$ cat config.mk
export PLATFORM = sky130hd
export DESIGN_NAME = lane_rst_seq
export DESIGN_NICKNAME = d
export VERILOG_FILES = /design/src/rtl/lrs_pkg.sv /design/src/rtl/lrs_ctrl.sv /design/src/rtl/lrs_vec.sv /design/src/rtl/lrs_bank.sv /design/src/rtl/lane_rst_seq.sv
export SDC_FILE = /design/constraint.sdc
export NUM_CORES = 1
export LEC_CHECK = 0
export BUFFER_PORTS_ARGS = -buffer_cell sky130_fd_sc_hd__buf_4
export CORE_AREA = 2 2 108 110
export CTS_CLUSTER_SIZE = 16
export DETAILED_ROUTE_END_ITERATION = 10
export DIE_AREA = 0 0 110 112
export GPL_TIMING_DRIVEN = 0
export PLACE_DENSITY = 0.75
export SLEW_MARGIN = 30
export SYNTH_ARGS = -nofsm -noshare
export SYNTH_HDL_FRONTEND = slang
export SYNTH_SLANG_ARGS = --single-unit
$ cat constraint.sdc
create_clock -name clk -period 1.5 [get_ports clk]
set_input_delay 0.3 -clock clk [delete_from_list [all_inputs] [get_ports clk]]
set_output_delay 0.3 -clock clk [all_outputs]
set_load 0.01 [all_outputs]
$ cat src/rtl/lrs_pkg.sv
package lrs_pkg;
  // per-lane configuration word layout
  localparam int CFGW      = 11;
  localparam int PR_BIT    = 0;
  localparam logic [CFGW-1:0] CFG_RST   = 11'h700;
  localparam logic [CFGW-1:0] REST_DATA = 11'h0F0;
  localparam logic [CFGW-1:0] REST_MASK = 11'h7FE;

  typedef logic [CFGW-1:0] cfg_t;

  typedef enum logic [3:0] {
    S_IDLE, S_RUNCLR, S_WAIT, S_RXSET, S_TXSET,
    S_RXCLR, S_TXCLR, S_PRSET, S_PRCLR, S_REST
  } seq_st_t;

  function automatic cfg_t cfg_rmw(cfg_t old, cfg_t data, cfg_t fmask);
    return (old & ~fmask) | data;
  endfunction
endpackage

$ cat src/rtl/lrs_ctrl.sv
module lrs_ctrl
  import lrs_pkg::*;
#(
  parameter int NLANE = 16,
  parameter int GRPW  = 8,
  localparam int NGRP = NLANE / GRPW,
  localparam int GSW  = (NGRP > 1) ? $clog2(NGRP) : 1,
  localparam int LIW  = $clog2(NLANE),
  localparam int CW   = (GRPW > 1) ? $clog2(GRPW) : 1
) (
  input  logic             clk,
  input  logic             rst_n,
  input  logic             start_i,
  input  logic [GSW-1:0]   grp_i,
  input  logic [NLANE-1:0] busy_i,
  output seq_st_t          st_o,
  output logic [NLANE-1:0] mask_o,
  output logic [LIW-1:0]   lane_o,
  output logic             done_o
);
  // natural selection shifted to the group, complemented into register order
  function automatic logic [NLANE-1:0] reg_mask(logic [GSW-1:0] g);
    logic [NLANE-1:0] sel;
    sel = {{(NLANE-GRPW){1'b0}}, {GRPW{1'b1}}} << (int'(g) * GRPW);
    return ~sel;
  endfunction

  seq_st_t          st;
  logic [NLANE-1:0] mask_q;
  logic [GSW-1:0]   grp_q;
  logic [CW-1:0]    cnt;
  logic             done_q;
  logic             last_lane;

  assign last_lane = (int'(cnt) == GRPW - 1);

  always_ff @(posedge clk or negedge rst_n) begin
    if (!rst_n) begin
      st     <= S_IDLE;
      mask_q <= '0;
      grp_q  <= '0;
      cnt    <= '0;
      done_q <= 1'b0;
    end else begin
      done_q <= 1'b0;
      unique case (st)
        S_IDLE: if (start_i) begin
          mask_q <= reg_mask(grp_i);
          grp_q  <= grp_i;
          cnt    <= '0;
          st     <= S_RUNCLR;
        end
        S_RUNCLR: st <= S_WAIT;
        S_WAIT:   if ((busy_i & mask_q) == '0) st <= S_RXSET;
        S_RXSET:  st <= S_TXSET;
        S_TXSET:  st <= S_RXCLR;
        S_RXCLR:  st <= S_TXCLR;
        S_TXCLR:  st <= S_PRSET;
        S_PRSET:  st <= S_PRCLR;
        S_PRCLR: begin
          if (last_lane) begin
            cnt <= '0;
            st  <= S_REST;
          end else begin
            cnt <= cnt + 1'b1;
            st  <= S_PRSET;
          end
        end
        S_REST: begin
          if (last_lane) begin
            st     <= S_IDLE;
            done_q <= 1'b1;
          end else begin
            cnt <= cnt + 1'b1;
          end
        end
        default: st <= S_IDLE;
      endcase
    end
  end

  assign st_o   = st;
  assign mask_o = mask_q;
  assign lane_o = LIW'(int'(grp_q) * GRPW + int'(cnt));
  assign done_o = done_q;
endmodule

$ cat src/rtl/lrs_vec.sv
module lrs_vec
  import lrs_pkg::*;
#(
  parameter int NLANE = 16
) (
  input  logic             clk,
  input  logic             rst_n,
  input  seq_st_t          st_i,
  input  logic [NLANE-1:0] mask_i,
  output logic [NLANE-1:0] run_o,
  output logic [NLANE-1:0] rxr_o,
  output logic [NLANE-1:0] txr_o
);
  always_ff @(posedge clk or negedge rst_n) begin
    if (!rst_n) begin
      run_o <= '1;
      rxr_o <= '0;
      txr_o <= '0;
    end else begin
      case (st_i)
        S_RUNCLR: run_o <= run_o & ~mask_i;
        S_RXSET:  rxr_o <= rxr_o | mask_i;
        S_TXSET:  txr_o <= txr_o | mask_i;
        S_RXCLR:  rxr_o <= rxr_o & ~mask_i;
        S_TXCLR:  txr_o <= txr_o & ~mask_i;
        default: ;
      endcase
    end
  end
endmodule

$ cat src/rtl/lrs_bank.sv
module lrs_bank
  import lrs_pkg::*;
#(
  parameter int NLANE = 16,
  localparam int LIW  = $clog2(NLANE)
) (
  input  logic                  clk,
  input  logic                  rst_n,
  input  seq_st_t               st_i,
  input  logic [LIW-1:0]        lane_i,
  output logic [NLANE*CFGW-1:0] cfg_o
);
  for (genvar l = 0; l < NLANE; l++) begin : g_lane
    cfg_t r;
    logic hit;
    assign hit = (lane_i == LIW'(l));
    always_ff @(posedge clk or negedge rst_n) begin
      if (!rst_n) begin
        r <= CFG_RST;
      end else if (hit) begin
        case (st_i)
          S_PRSET: r[PR_BIT] <= 1'b1;
          S_PRCLR: r[PR_BIT] <= 1'b0;
          S_REST:  r <= cfg_rmw(r, REST_DATA, REST_MASK);
          default: ;
        endcase
      end
    end
    assign cfg_o[l*CFGW +: CFGW] = r;
  end
endmodule

$ cat src/rtl/lane_rst_seq.sv
module lane_rst_seq
  import lrs_pkg::*;
#(
  parameter int NLANE = 16,
  parameter int GRPW  = 8,
  localparam int NGRP = NLANE / GRPW,
  localparam int GSW  = (NGRP > 1) ? $clog2(NGRP) : 1,
  localparam int LIW  = $clog2(NLANE)
) (
  input  logic                  clk,
  input  logic                  rst_n,
  input  logic                  start_i,
  input  logic [GSW-1:0]        grp_i,
  input  logic [NLANE-1:0]      busy_i,
  output logic [NLANE-1:0]      run_o,
  output logic [NLANE-1:0]      rx_iorst_o,
  output logic [NLANE-1:0]      tx_iorst_o,
  output logic [NLANE*CFGW-1:0] lane_cfg_o,
  output logic                  done_o
);
  seq_st_t          seq_st;
  logic [NLANE-1:0] seq_mask;
  logic [LIW-1:0]   seq_lane;
  logic             seq_active;

  assign seq_active = (seq_st != S_IDLE);

  lrs_ctrl #(.NLANE(NLANE), .GRPW(GRPW)) u_ctrl (
    .clk(clk), .rst_n(rst_n), .start_i(start_i), .grp_i(grp_i),
    .busy_i(busy_i), .st_o(seq_st), .mask_o(seq_mask),
    .lane_o(seq_lane), .done_o(done_o)
  );

  lrs_vec #(.NLANE(NLANE)) u_vec (
    .clk(clk), .rst_n(rst_n), .st_i(seq_st), .mask_i(seq_mask),
    .run_o(run_o), .rxr_o(rx_iorst_o), .txr_o(tx_iorst_o)
  );

  lrs_bank #(.NLANE(NLANE)) u_bank (
    .clk(clk), .rst_n(rst_n), .st_i(seq_st), .lane_i(seq_lane),
    .cfg_o(lane_cfg_o)
  );
endmodule

==> results by group <==
Power and ir drop
  – Pint: 5.76 mW
  – Reg power frac: 31.7%
  – Power Density: 1300 mW/mm^2
  – Total Power: 8.75 mW
  – Gate power share: 43.5%
  – Sw Ratio: 34.1%
  – Sw power: 2.99 mW
  – Leakage Power: 3.68 nW
  – Peak VDD IR: 0.699 mV
  – Clock share of power: 24.8%

Timing
  – Slew Limit Fails: 0
  – Final worst path period need: 1.49 ns
  – RSZ-0062 raised after global routing: yes
  – Fmax: 670 MHz
  – Hold Vio Cnt, Final: 3
  – Worst Clk Skew: 0.00985 ns
  – Worst-Margin Slew: 0.683 ns
  – Setup-failing EPs final: 0
  – PnR worst setup slack: 0.00719 ns
  – Worst hold margin: -0.00718 ns
  – Max-slew headroom: 54.4%
  – Period utilization: 99.5%

Place
  – Final RePlAce weighted congestion: 0.775
  – Placement Setup Slack: -0.227 ns
  – Placed wire-length estimate: 8050 um
  – Port-buffer cells: 196

Floorplan
  – Die Width: 110 um
  – Die Area: 0.0123 mm^2
  – I/O pin cnt: 245
  – Initial Util: 39.1%
  – Core area: 0.0112 mm^2
  – Die Y: 112 um
  – Row count: 39

Logic synthesis
  – Avg Synthesized Cell Area: 10.5 um^2
  – Seq cells post-synth: 78
  – Cells after synthesis: 418
  – Yosys cell types: 45
  – Post-synth EDFFs: 0
  – Synth Flop Type: dfrtp_1
  – Async set-reset flop share out of synthesis: 100%
  – Synth Cell Area: 0.00437 mm^2
  – Syn. warnings: 0
  – Post-synthesis sequential area ratio: 45.6%

Critical path
  – Setup crit start kind: register
  – Worst path arrival time: 1.71 ns
  – Worst Setup End Kind: register
  – Largest stage delay, worst path: 0.44 ns
  – CP Class: reg2reg
  – CP Data Required Time: 1.72 ns
  – Slowest cell on crit path: dfrtp_2
  – Crit-path cells: ha_4 -> ha_4 -> nor2b_2 -> o21ai_4 -> mux2_2
  – CP Max Fanout: 4
  – Crit path top cell by count: ha_4

Routing
  – Vias per Instance: 4.34
  – Via count: 3584
  – Routed Antenna Nets: 0
  – # DRC: 0
  – Drt first pass iters: 4
  – Routed len/inst: 12.8 um
  – WL final: 10600 um
  – DR iter-0 viols: 112

Status
  – Failing checks: negative hold slack
  – Status: complete, but fails checks

Final layout
  – Synth-to-Final Area Change: 53.7%
  – Layout cells sized above 1: 66.7%
  – Final core utilization: 60.1%
  – Filler cells: 922
  – Fin nets: 702
  – Antenna diode count: 0

GRT
  – Global-route wire length before repair: 15900 um
  – Largest net degree at the start of global routing: 79
  – GRT Util Overall: 16.5%
  – GRT overflow: 0
  – Initial antenna violation count: 0
  – Vias in the first global route: 3297

Clock network
  – CTS Sinks: 78
  – Root Driver: clkbuf_16
  – Clk slew on worst S/H paths: 0.06 ns
  – CTS Buf Count: 9
  – Post-CTS Hold Buffers: 0
  – H-tree levels: 3
  – TritonCTS clock tree: done
  – CTS max path bufs: 2
  – Worst skew pair latency: 0.33 ns

Flow run
  – # Max-Cap Violations: 0

Min path
  – HP Class: in2async
## Yosys cell counts, types with 2 or more instances
master / n / area share, %
nand2b_1: 5 / 0.72
a21oi_1: 11 / 1.3
nand2_1: 12 / 1.0
inv_1: 4 / 0.34
buf_4: 158 / 27
and3_1: 5 / 0.72
nand4_1: 2 / 0.29
o31ai_1: 2 / 0.34
nand3b_1: 2 / 0.34
and2b_1: 2 / 0.34
mux2_2: 4 / 1.0
nand3_1: 5 / 0.57
dfrtp_1: 46 / 26
nor3_2: 2 / 0.46
buf_2: 9 / 1.0
nor2b_1: 21 / 3.0
or2_2: 3 / 0.43
a22o_1: 3 / 0.60
nor4_1: 4 / 0.57
clkbuf_1: 6 / 0.52
nor2_1: 2 / 0.17
a31oi_1: 24 / 3.4
and2_1: 10 / 1.4
o21ai_0: 3 / 0.34
ha_1: 5 / 1.4
o21a_1: 8 / 1.4
dfstp_2: 32 / 19
o21bai_1: 10 / 1.7
nand4bb_1: 2 / 0.52
## state kept, by name (all words and copies together) (netlist names), named ones only
name,flops
u_ctrl.cnt,3
u_bank.g_lane.r,48
u_ctrl.st_o,4
u_ctrl.mask_o,2
u_vec.run_o,16
u_ctrl.done_o,1
## repair_timing
action	CTS	global route
setup endpoints to repair	40	49
buffers inserted	2	5
pin swaps	3	4
cloned	1	0
gates resized for setup	21	25
## worst paths after layout
check	start	endpoint	cells after the start	slack, ns
max in group asynchronous	rst_n	async pin	1	1.00
worst max register to register	u_ctrl.cnt[1]	u_ctrl.cnt[2]	5	0.007
min in group clk	grp_i	u_ctrl.mask_o[14]	2	0.15
worst min register to register	u_bank.g_lane[5].r[9]	u_bank.g_lane[5].r[9]	1	0.48
worst min-delay path	rst_n	u_bank.g_lane[5].r[7]	1	-0.007
worst max-delay path	u_ctrl.cnt[1]	u_ctrl.cnt[2]	5	0.007
## metrics by stage
step | std cells | setup TNS (ns) | cell area [um^2]
floorplan | 465 | -0.00698 | 4550
global placement | 804 | -0.911 | 6200
detailed placement | 804 | -2.09 | 6200
CTS | 820 | -0.167 | 6600
global route | 825 | -0.0892 | 6720
finish | 825 | 0 | 6720
## critical path, delay by kind of cell (launching register included)
family	cells	cell delay, ns
adders and majority gates	2	0.34
AOI/OAI and AO/OA	1	0.18
muxes	1	0.35
DFF	1	0.44
and+or+nand+nor	1	0.06
## kinds of logic (layout without fill, tap and decap cells)
| kind of cell | count (synthesis) | count (layout) | share of synthesized area, % |
|---|---|---|---|
| AOI/OAI and AO/OA | 66 | 66 | 9.93 |
| xor gates and xnor gates | 1 | 1 | 0.200 |
| adders and majority gates | 5 | 5 | 1.43 |
| buffers and inverters | 178 | 395 | 29.3 |
| DFF | 78 | 78 | 45.6 |
| muxes | 5 | 5 | 1.26 |
| other | 1 | 48 | 0.0858 |
| and+or+nand+nor | 84 | 84 | 12.2 |
## final cells by class
| cell class | count | area [um^2] | share of cell area, % |
|---|---|---|---|
| tap | 143 | 179 | 2.66 |
| sequential | 78 | 2000 | 29.7 |
| timing repair buffer | 204 | 1530 | 22.8 |
| clock buffer | 12 | 246 | 3.67 |
| clock inverter | 4 | 51.3 | 0.764 |
| buffer | 171 | 1280 | 19.1 |
| inverter | 4 | 15.0 | 0.224 |
| multi-input combinational | 209 | 1410 | 21.0 |
## layer usage
layer / vias to the layer above / part of all wire, % / global-route usage, % / wire length, um
li1: 1721 / - / - / -
met1: 1676 / 39 / 19.8 / 4170
met2: 176 / 50 / 28.5 / 5330
met3: 11 / 9.2 / 5.04 / 973
met4: 0 / 0.81 / 3.80 / 85
met5: - / 0 / 0 / 0
## placed cells by master (no fill, tap or decap), types with 5 or more instances in the layout
cell	n
conb_1	48
o21bai_1	10
nor2b_1	20
nand2_1	12
o21a_1	8
buf_2	7
clkbuf_16	9
dfrtp_1	41
a21oi_1	11
a31oi_1	24
and2_1	9
nand2b_1	5
ha_4	5
buf_4	362
dfstp_2	32
dfrtp_2	5
## power by group through the flow
stage	clock network [mW]	logic, mW	registers [mW]
after detailed placement	0	3.45	2.74
final	2.17	3.81	2.77
after floorplan	0	2.10	2.73
after global routing	2.33	4.11	2.82
after global placement	0	3.38	2.71
after CTS	2.23	3.60	2.74
(Power assumes the default switching activity.)
